## src/rtl/irq_combiner.sv

```systemverilog
module irq_combiner #(
  parameter int NDIR     = 3,
  parameter int NCASC    = 6,
  parameter int HOLD_W   = 8,
  parameter int PRE_LOG2 = 4
) (
  input  logic        clk,
  input  logic        rst_n,
  input  logic [1:0]  reg_addr,
  input  logic        reg_wr,
  input  logic [15:0] reg_wdata,
  output logic [15:0] reg_rdata,
  input  logic [NDIR-1:0]  dir_evt,
  input  logic [NCASC-1:0] casc_lvl,
  input  logic        pme_lvl,
  output logic        irq_drv,
  output logic        irq_oe,
  output logic        pme_irq
);
  localparam int NSRC = NDIR + 1 + NCASC;
  localparam int CW   = HOLD_W + PRE_LOG2;

  logic [NDIR:0]      dir_q;
  logic [NSRC-1:0]    msk_q;
  logic               en_q, pol_q, od_q, pme_en_q, act_q;
  logic [HOLD_W-1:0]  deas_q;
  logic [CW-1:0]      hold_q;

  wire wr_sts = reg_wr && (reg_addr == 2'd0);
  wire wr_msk = reg_wr && (reg_addr == 2'd1);
  wire wr_cfg = reg_wr && (reg_addr == 2'd2);

  wire [NSRC-1:0] sts      = {casc_lvl, dir_q};
  wire            req      = |(sts & msk_q);
  wire            busy     = (hold_q != '0);
  wire            act_d    = en_q && req && (hold_q <= CW'(1));
  wire [CW-1:0]   hold_len = {deas_q, {PRE_LOG2{1'b0}}};
  wire [NDIR:0]   dir_clr  = wr_sts ? reg_wdata[NDIR:0] : '0;
  wire [NDIR:0]   dir_set  = {wr_cfg && reg_wdata[3], dir_evt};

  always_ff @(posedge clk or negedge rst_n) begin
    if (!rst_n) begin
      dir_q    <= '0;
      msk_q    <= '0;
      en_q     <= 1'b0;
      pol_q    <= 1'b0;
      od_q     <= 1'b0;
      pme_en_q <= 1'b0;
      deas_q   <= '0;
      act_q    <= 1'b0;
      hold_q   <= '0;
    end else begin
      dir_q <= (dir_q & ~dir_clr) | dir_set;
      if (wr_msk) msk_q <= reg_wdata[NSRC-1:0];
      if (wr_cfg) begin
        en_q     <= reg_wdata[0];
        pol_q    <= reg_wdata[1];
        od_q     <= reg_wdata[2];
        pme_en_q <= reg_wdata[4];
        deas_q   <= reg_wdata[8 +: HOLD_W];
      end
      act_q <= act_d;
      if (act_q && !act_d) hold_q <= hold_len;
      else if (busy)       hold_q <= hold_q - CW'(1);
    end
  end

  assign irq_oe  = od_q ? act_q : 1'b1;
  assign irq_drv = od_q ? pol_q : ~(act_q ^ pol_q);
  assign pme_irq = pme_lvl & pme_en_q;

  always_comb begin
    reg_rdata = '0;
    case (reg_addr)
      2'd0: reg_rdata[NSRC-1:0] = sts;
      2'd1: reg_rdata[NSRC-1:0] = msk_q;
      2'd2: reg_rdata = {deas_q, 2'b00, busy, pme_en_q, 1'b0, od_q, pol_q, en_q};
      default: reg_rdata = '0;
    endcase
  end

  // while the hold-off counter runs the line stays quiet
  a_r9_busy_quiet: assert property (@(posedge clk) disable iff (!rst_n)
    busy |-> !act_q);
  // a deassertion reloads the counter from the programmed field
  a_r7_reload: assert property (@(posedge clk) disable iff (!rst_n)
    ($fell(act_q) && $past(deas_q) != '0) |-> (hold_q == {$past(deas_q), {PRE_LOG2{1'b0}}}));
  // a zero field starts no hold-off
  a_r8_no_hold: assert property (@(posedge clk) disable iff (!rst_n)
    ($fell(act_q) && $past(deas_q) == '0) |-> !busy);
  // activation needs an enabled pending source and the enable bit
  a_r3_rise_cause: assert property (@(posedge clk) disable iff (!rst_n)
    $rose(act_q) |-> $past(req && en_q));
  // sticky bits drop only through a status write
  a_r1_sticky: assert property (@(posedge clk) disable iff (!rst_n)
    !$past(wr_sts) |-> (($past(dir_q[NDIR-1:0]) & ~dir_q[NDIR-1:0]) == '0));
endmodule

```

## config.mk

```make
export PLATFORM = sky130hd
export DESIGN_NAME = irq_combiner
export DESIGN_NICKNAME = d
export VERILOG_FILES = /design/src/rtl/irq_combiner.sv
export SDC_FILE = /design/constraint.sdc
export NUM_CORES = 1
export LEC_CHECK = 0
export ABC_AREA = 1
export BUFFER_PORTS_ARGS = -buffer_cell sky130_fd_sc_hd__buf_2
export CAP_MARGIN = 20
export CORE_MARGIN = 3
export CORE_UTILIZATION = 58
export CTS_BUF_LIST = sky130_fd_sc_hd__clkbuf_16
export DETAILED_ROUTE_END_ITERATION = 10
export PLACE_DENSITY = 0.95
export SLEW_MARGIN = 20
export SYNTH_ARGS = -nofsm -noshare
export SYNTH_HDL_FRONTEND = slang
export SYNTH_SLANG_ARGS = --single-unit
```

## constraint.sdc

```tcl
create_clock -name clk -period 4.2 [get_ports clk]
set_input_delay 0.84 -clock clk [delete_from_list [all_inputs] [get_ports clk]]
set_output_delay 0.84 -clock clk [all_outputs]
set_load 0.005 [all_outputs]
```

==> results.md, run 1 <==
- Run status: finished clean
- Capturing element type of the critical path: output pin
- Initial drt markers: 135
- Design area: 2630 sq um
- Hold/Removal Path Class: reg -> reg
- Top cells by instance count after synthesis: nand2_1 (89), dfrtp_1 (39), inv_1 (34), nor2_1 (26), nand3_1 (23)
- DP Area: 2460 sq um
- WHS: 0.513 ns
- Worst R2R Setup Slack: 2.39 ns
- Routed vias: 2107
- Resized cells post-CTS: 0
- Cell Rows: 21
- Fraction of registers with async set/reset: 1.00
- Hold Fails Final Rpt: 0
- Cts bufs inserted: 5
- Post-route insts no fill: 385
- Pin count of the biggest net entering global routing: 40
- CP startpoint: reg_addr[1]
- Seq cells post-synth: 39
- Endpoints failing setup: 0
- DP Wirelength: 3.77 mm
- Vias in the first global route: 2108
- Initial antenna violation count: 0
- Placed Cells incl. Taps: 377
- Via-to-Cell Ratio: 5.47
- Max frequency: 357 MHz
- GR Util All Layers: 0.278
- Unrepaired setup endpoints after global routing: no
- Kind of critical path: in -> out
- Synthesized area: 2210 sq um
- Max Fanout on Critical Path: 11
- Synth unique cells: 26
- Global placer's final weighted congestion: 0.862
- CTS tree: built
- Final slew viol count: 0
- Peak supply drop: 331 uV
- Synth Flop Type: dfrtp_1
- Worst r2r src: hold_q[0]
- Area Growth Syn to Fin: 19.3%
- Leak: 1.45 nW
- Dominant cells by area after synthesis: dfrtp_1 (44%), nand2_1 (15%), inv_1 (5.8%), nand3_1 (5.2%), nand3_2 (5.0%)
- Clk slew on worst S/H paths: 0.06 ns
- Top-count cell post-synth: nand2_1
- Pwr/cell area: 385 nW/um^2
- TNS Setup: 0 ns
- Clock Tree Buf Depth: 2
- Seq/Total Area, Yosys: 0.442
- Die Wd: 67.7 um
- Syn nets: 322
- Boundary Pins: 50
- Die height: 67.7 um
- Worst-Skew Late Latency: 0.29 ns
- Worst EP arrival: 1.96 ns
- Max Clock Skew: 0.00538 ns
- Slew headroom: 0.437
- Syn Inst Count: 289
- Die area: 4580 sq um
- Largest area contributor in the netlist: dfrtp_1
- Synth warnings: 0
- Data required, critical path: 3.36 ns
- RR Endpoint: hold_q[0]
- Tcrit/Tclk final: 0.668
- Grt ovf: 0
- Tightest Pin Transition: 0.844 ns
- Fin crit period: 2.80 ns
- CTS sink cnt: 39
- Routed length per instance: 14.4 um
- Hold_buf cts: 0
- Post-route ant nets: 0
- First-pass GRT wire length: 9.39 mm
- Core area: 3490 sq um
- Ant. Diodes: 0
- Detailed Routing Iterations Pass 1: 5
- Htree depth: 2
- Root Driver: clkbuf_16
- Critical path launch point type: input pin
- Syn Area/Cell: 7.63 sq um
- Initial core utilization: 0.631
- Max-Cap Viols: 0
- Residual DRC: 0
- Port bufs: 49
- Setup Buffers After CTS: 0
- Worst setup path endpoint: reg_rdata[5]
- FF-to-FF path depth: 9
- EDFF count, synth: 0
- Ratio of cells with drive above 1 in the final layout: 0.260
- Layout Nets: 371
- Drt total wl: 5.54 mm
- Yosys top cell area share: 0.442
-- flip-flops by register name (all words and copies together), names as in the netlist --
register  count
pme_en_q      1
en_q          1
hold_q       12
od_q          1
dir_q         4
act_q         1
deas_q        8
pol_q         1
msk_q        10
-- worst min path at each step --
stage,start,end,slack (ns),depth (start not counted)
2_1_floorplan,msk_q[0],msk_q[0],0.47,2
6_report,deas_q[5],hold_q[9],0.51,2
4_1_cts,deas_q[5],hold_q[9],0.51,2
3_5_place_dp,deas_q[5],hold_q[9],0.50,2
5_1_grt,msk_q[0],msk_q[0],0.54,2
3_3_place_gp,deas_q[5],hold_q[9],0.49,2
-- layer usage --
metal | wire length, um | vias up | track usage
li1 | - | 1006 | -
met1 | 2200 | 990 | 0.324
met2 | 2760 | 96 | 0.474
met3 | 428 | 15 | 0.0815
met4 | 142 | 0 | 0.114
met5 | 0 | - | 0
-- critical path: stages --
cell and delay, ns:
buf_2 0.11, nor2_1 0.61, nand2_1 0.12, o211ai_1 0.14, buf_2 0.15
-- logic make-up after synthesis --
kind of cell | after synthesis | synth area share
buffers and inverters | 48 | 0.0907
adder cells (fa/ha/maj) | 2 | 0.0113
AND/OR/NAND/NOR | 163 | 0.348
multiplexers | 3 | 0.0153
AO/OA/AOI/OAI | 29 | 0.0720
flip-flops | 39 | 0.442
XOR/XNOR | 5 | 0.0199
-- power by group --
group | internal, mW | switching [mW] | total [mW]
Combinational | 0.0575 | 0.0760 | 0.134
Sequential | 0.414 | 0.0325 | 0.446
Clock | 0.280 | 0.154 | 0.434
-- per-stage QoR --
stage          setup slack (ns)  utilization  power [mW]
3_5_place_dp               1.48        0.705       0.580
2_1_floorplan              1.92            -       0.515
6_report                   1.40        0.753        1.01
3_3_place_gp               1.52        0.705       0.573
4_1_cts                    1.46        0.753        1.01
5_1_grt                    1.27        0.753        1.05
-- cell type report --
type	instances	area (sq um)
multi-input combinational	202	1030
sequential	39	976
clock buffer	5	125
tap	46	57.6
timing repair buffer	49	245
inverter	41	155
fill	228	862
clock inverter	3	43.8
-- placed cells by master, fill, tap and decap left out, types with 3 or more instances in the layout --
cell       synthesis  layout
inv_1             34      34
nand3_2           11      11
nand3_1           23      23
nor2_2             4       4
o21ai_0           19      19
a22o_1             3       3
clkbuf_16          0       5
buf_2              2      49
inv_2              6       6
a21oi_1            6       6
nand2_4            3       3
nand2_1           89      89
nor2_1            26      26
mux2_2             3       3
dfrtp_1           39      39
xor2_1             4       4
Power figures use the tool's default switching activity.
==> inputs of run 2 (changes only) <==
--- a/config.mk
+++ b/config.mk
@@ -9,10 +9,10 @@
 export BUFFER_PORTS_ARGS = -buffer_cell sky130_fd_sc_hd__buf_2
 export CAP_MARGIN = 20
 export CORE_MARGIN = 3
-export CORE_UTILIZATION = 58
+export CORE_UTILIZATION = 54
 export CTS_BUF_LIST = sky130_fd_sc_hd__clkbuf_16
 export DETAILED_ROUTE_END_ITERATION = 10
-export PLACE_DENSITY = 0.95
+export PLACE_DENSITY = 0.9
 export SLEW_MARGIN = 20
 export SYNTH_ARGS = -nofsm -noshare
 export SYNTH_HDL_FRONTEND = slang
==> constraint.sdc (replaced) <==
create_clock -name clk -period 2.7 [get_ports clk]
set_input_delay 0.54 -clock clk [delete_from_list [all_inputs] [get_ports clk]]
set_output_delay 0.54 -clock clk [all_outputs]
set_load 0.005 [all_outputs]
==> results.md, run 2 (synthesis gave the netlist of run 1 again) <==
- Resized cells post-CTS: 0 (unchanged)
- Die height: 69.9 um (+3.3%)
- Residual DRC: 0 (unchanged)
- Power share of the combinational group: 0.135 (+0.003)
- Worst-Skew Late Latency: 0.28 ns (about the same)
- Run status: finished clean
- Worst EP arrival: 1.71 ns (-0.25 ns)
- Tightest Pin Transition: 0.864 ns (+0.0201 ns)
- Grt ovf: 0 (unchanged)
- Clk slew on worst S/H paths: 0.06 ns (about the same)
- Boundary Pins: 50 (unchanged)
- Share of power burned in registers: 0.445 (+0.005)
- Most common cell after layout, fill and taps aside: nand2_1
- CP top delay family: simple AND/OR/NAND/NOR gates
- Post-route ant nets: 0 (unchanged)
- Number of flip-flops in the largest register: 12 (unchanged)
- CTS sink cnt: 39 (unchanged)
- Core area: 3800 sq um (+8.7%)
- Layout Nets: 372 (+0.27%)
- Routed length per instance: 12.7 um (-12%)
- Cell Int Power: 1.16 mW (+55%)
- Peak supply drop: 476 uV (+44%)
- Leak: 1.46 nW (+0.18%)
- Cell Rows: 22 (+4.8%)
- Fillers: 301 (+32%)
- Hold Fails Final Rpt: 0 (unchanged)
- Sw Share: 0.250 (-0.00907)
- Hold_buf cts: 0 (unchanged)
- Drt total wl: 4.94 mm (-11%)
- Hold/Removal Path Class: in -> async
- Port bufs: 49 (unchanged)
- Post-route insts no fill: 388 (+0.78%)
- Sequential cell area: 976 sq um (unchanged)
- Capturing element type of the critical path: output pin
- First-pass GRT wire length: 8.45 mm (-10%)
- Area Growth Syn to Fin: 19.6%
- DP Wirelength: 3.67 mm (-2.5%)
- Multi-input gate area: 1030 sq um (unchanged)
- Commonest cells after routing, fill and taps aside: nand2_1 (89), buf_2 (49), dfrtp_1 (39)
- RR Endpoint: hold_q[8]
- Cts bufs inserted: 5 (unchanged)
- Routed vias: 2014 (-4.4%)
- Worst r2r src: hold_q[0]
- Critical path launch point type: flop
- GR Util All Layers: 0.214 (-0.0637)
- CTS tree: built
- Pwr/cell area: 589 nW/um^2 (+53%)
- Unrepaired setup endpoints after global routing: no
- Clock power share: 0.421 (-0.007)
- Placed Cells incl. Taps: 380 (+0.80%)
- Via-to-Cell Ratio: 5.19 (-5.2%)
- Switch Pwr: 0.388 mW (+48%)
- Clock Tree Buf Depth: 2 (unchanged)
- Ant. Diodes: 0 (unchanged)
- Vias in the first global route: 2033 (-3.6%)
- Largest registers: hold_q: 12 flops, msk_q: 10 flops, deas_q: 8 flops
- Initial antenna violation count: 0 (unchanged)
- Tcrit/Tclk final: 0.834
- Largest register by flop count: hold_q
- Worst R2R Setup Slack: 1.00 ns (-1.39 ns)
- Setup Buffers After CTS: 0 (unchanged)
- Worst setup path endpoint: reg_rdata[5]
- CP max stage cell: dfrtp_1
- Root Driver: clkbuf_16
- CP startpoint: hold_q[0]
- Max Clock Skew: 0.00140 ns (-0.00398 ns)
- Ratio of cells with drive above 1 in the final layout: 0.259 (-0.000763)
- Levels on crit path: 6 (+1)
- FF-to-FF path depth: 10 (+1)
- Slew headroom: 0.424 (-0.0134)
- Initial core utilization: 0.581 (-0.0505)
- Critical path, cell by cell: inv_2, ha_1, nand2_1, nor2_2, o211ai_1, buf_2
- Final slew viol count: 0 (unchanged)
- CP max stage delay: 0.40 ns (-0.21 ns)
- Global placer's final weighted congestion: 0.850 (-1.4%)
- Die Wd: 69.9 um (+3.3%)
- Die area: 4890 sq um (+6.7%)
- Fin crit period: 2.25 ns
- Max-Cap Viols: 0 (unchanged)
- TNS Setup: 0 ns (unchanged)
- Max Fanout on Critical Path: 6 (-5)
- Kind of critical path: reg -> out
- Initial drt markers: 129 (-4.4%)
- Pin count of the biggest net entering global routing: 40 (unchanged)
- CP Buf/Inv Count: 2 (unchanged)
- Endpoints failing setup: 0 (unchanged)
- Max frequency: 444 MHz
- Data required, critical path: 2.16 ns (-1.20 ns)
- Detailed Routing Iterations Pass 1: 4 (-1)
- Htree depth: 2 (unchanged)
run 2: changes by cell type in the layout (fill, tap and decap cells not counted):
cell,before,now
buf_4,0,1
clkinv_1,0,1
clkinv_4,1,0
run 2: per-layer routing:
layer / wire [um] / vias up / track usage
met5: 0 / - / 0
met4: 133 / 0 / 0.0851
met3: 204 / 18 / 0.0489
met2: 2530 / 56 / 0.374
met1: 2070 / 939 / 0.254
li1: - / 1001 / -
run 2: worst min path at each step:
stage | cells past startpoint | slack, ns | endpoint | from
global route | 1 | 0.44 | hold_q[3] | rst_n
global placement | 2 | 0.49 | msk_q[0] | msk_q[0]
CTS | 1 | 0.40 | hold_q[8] | rst_n
finish | 1 | 0.36 | hold_q[2] | rst_n
detailed placement | 2 | 0.49 | hold_q[6] | deas_q[2]
floorplan | 0 | 0.24 | act_q | rst_n
run 2: power groups by stage:
stage / logic, mW / clock network [mW] / registers, mW
after floorplan: 0.116 / 0 / 0.685
after global placement: 0.198 / 0 / 0.695
after detailed placement: 0.207 / 0 / 0.697
after CTS: 0.211 / 0.660 / 0.689
after global routing: 0.236 / 0.688 / 0.697
final: 0.209 / 0.654 / 0.690
run 2: layout make-up:
| type | count | share of cell area |
|---|---|---|
| clock buffer | 5 | 0.0474 |
| clock inverter | 3 | 0.0147 |
| inverter | 41 | 0.0588 |
| multi-input combinational | 202 | 0.390 |
| sequential | 39 | 0.370 |
| tap | 48 | 0.0228 |
| timing repair buffer | 50 | 0.0958 |
run 2: worst register-to-register path, stage by stage (launching register included):
cell and delay [ns]:
dfrtp_1 0.40, inv_2 0.09, ha_1 0.25, or2_1 0.14
nand3_2 0.08, nor2_4 0.14, nand2_4 0.11, nand2_4 0.20
nand2_1 0.08, nand2_1 0.06, inv_1 0.04
run 2: metrics by stage:
step / hold slack [ns] / util / area (sq um) / setup WS, ns / total power, mW
2_1_floorplan: 0.244 / - / 2210 / 1.02 / 0.801
3_3_place_gp: 0.491 / 0.651 / 2470 / 0.679 / 0.893
3_5_place_dp: 0.493 / 0.651 / 2470 / 0.658 / 0.904
4_1_cts: 0.404 / 0.694 / 2640 / 0.431 / 1.56
5_1_grt: 0.436 / 0.694 / 2640 / 0.295 / 1.62
6_report: 0.360 / 0.694 / 2640 / 0.448 / 1.55
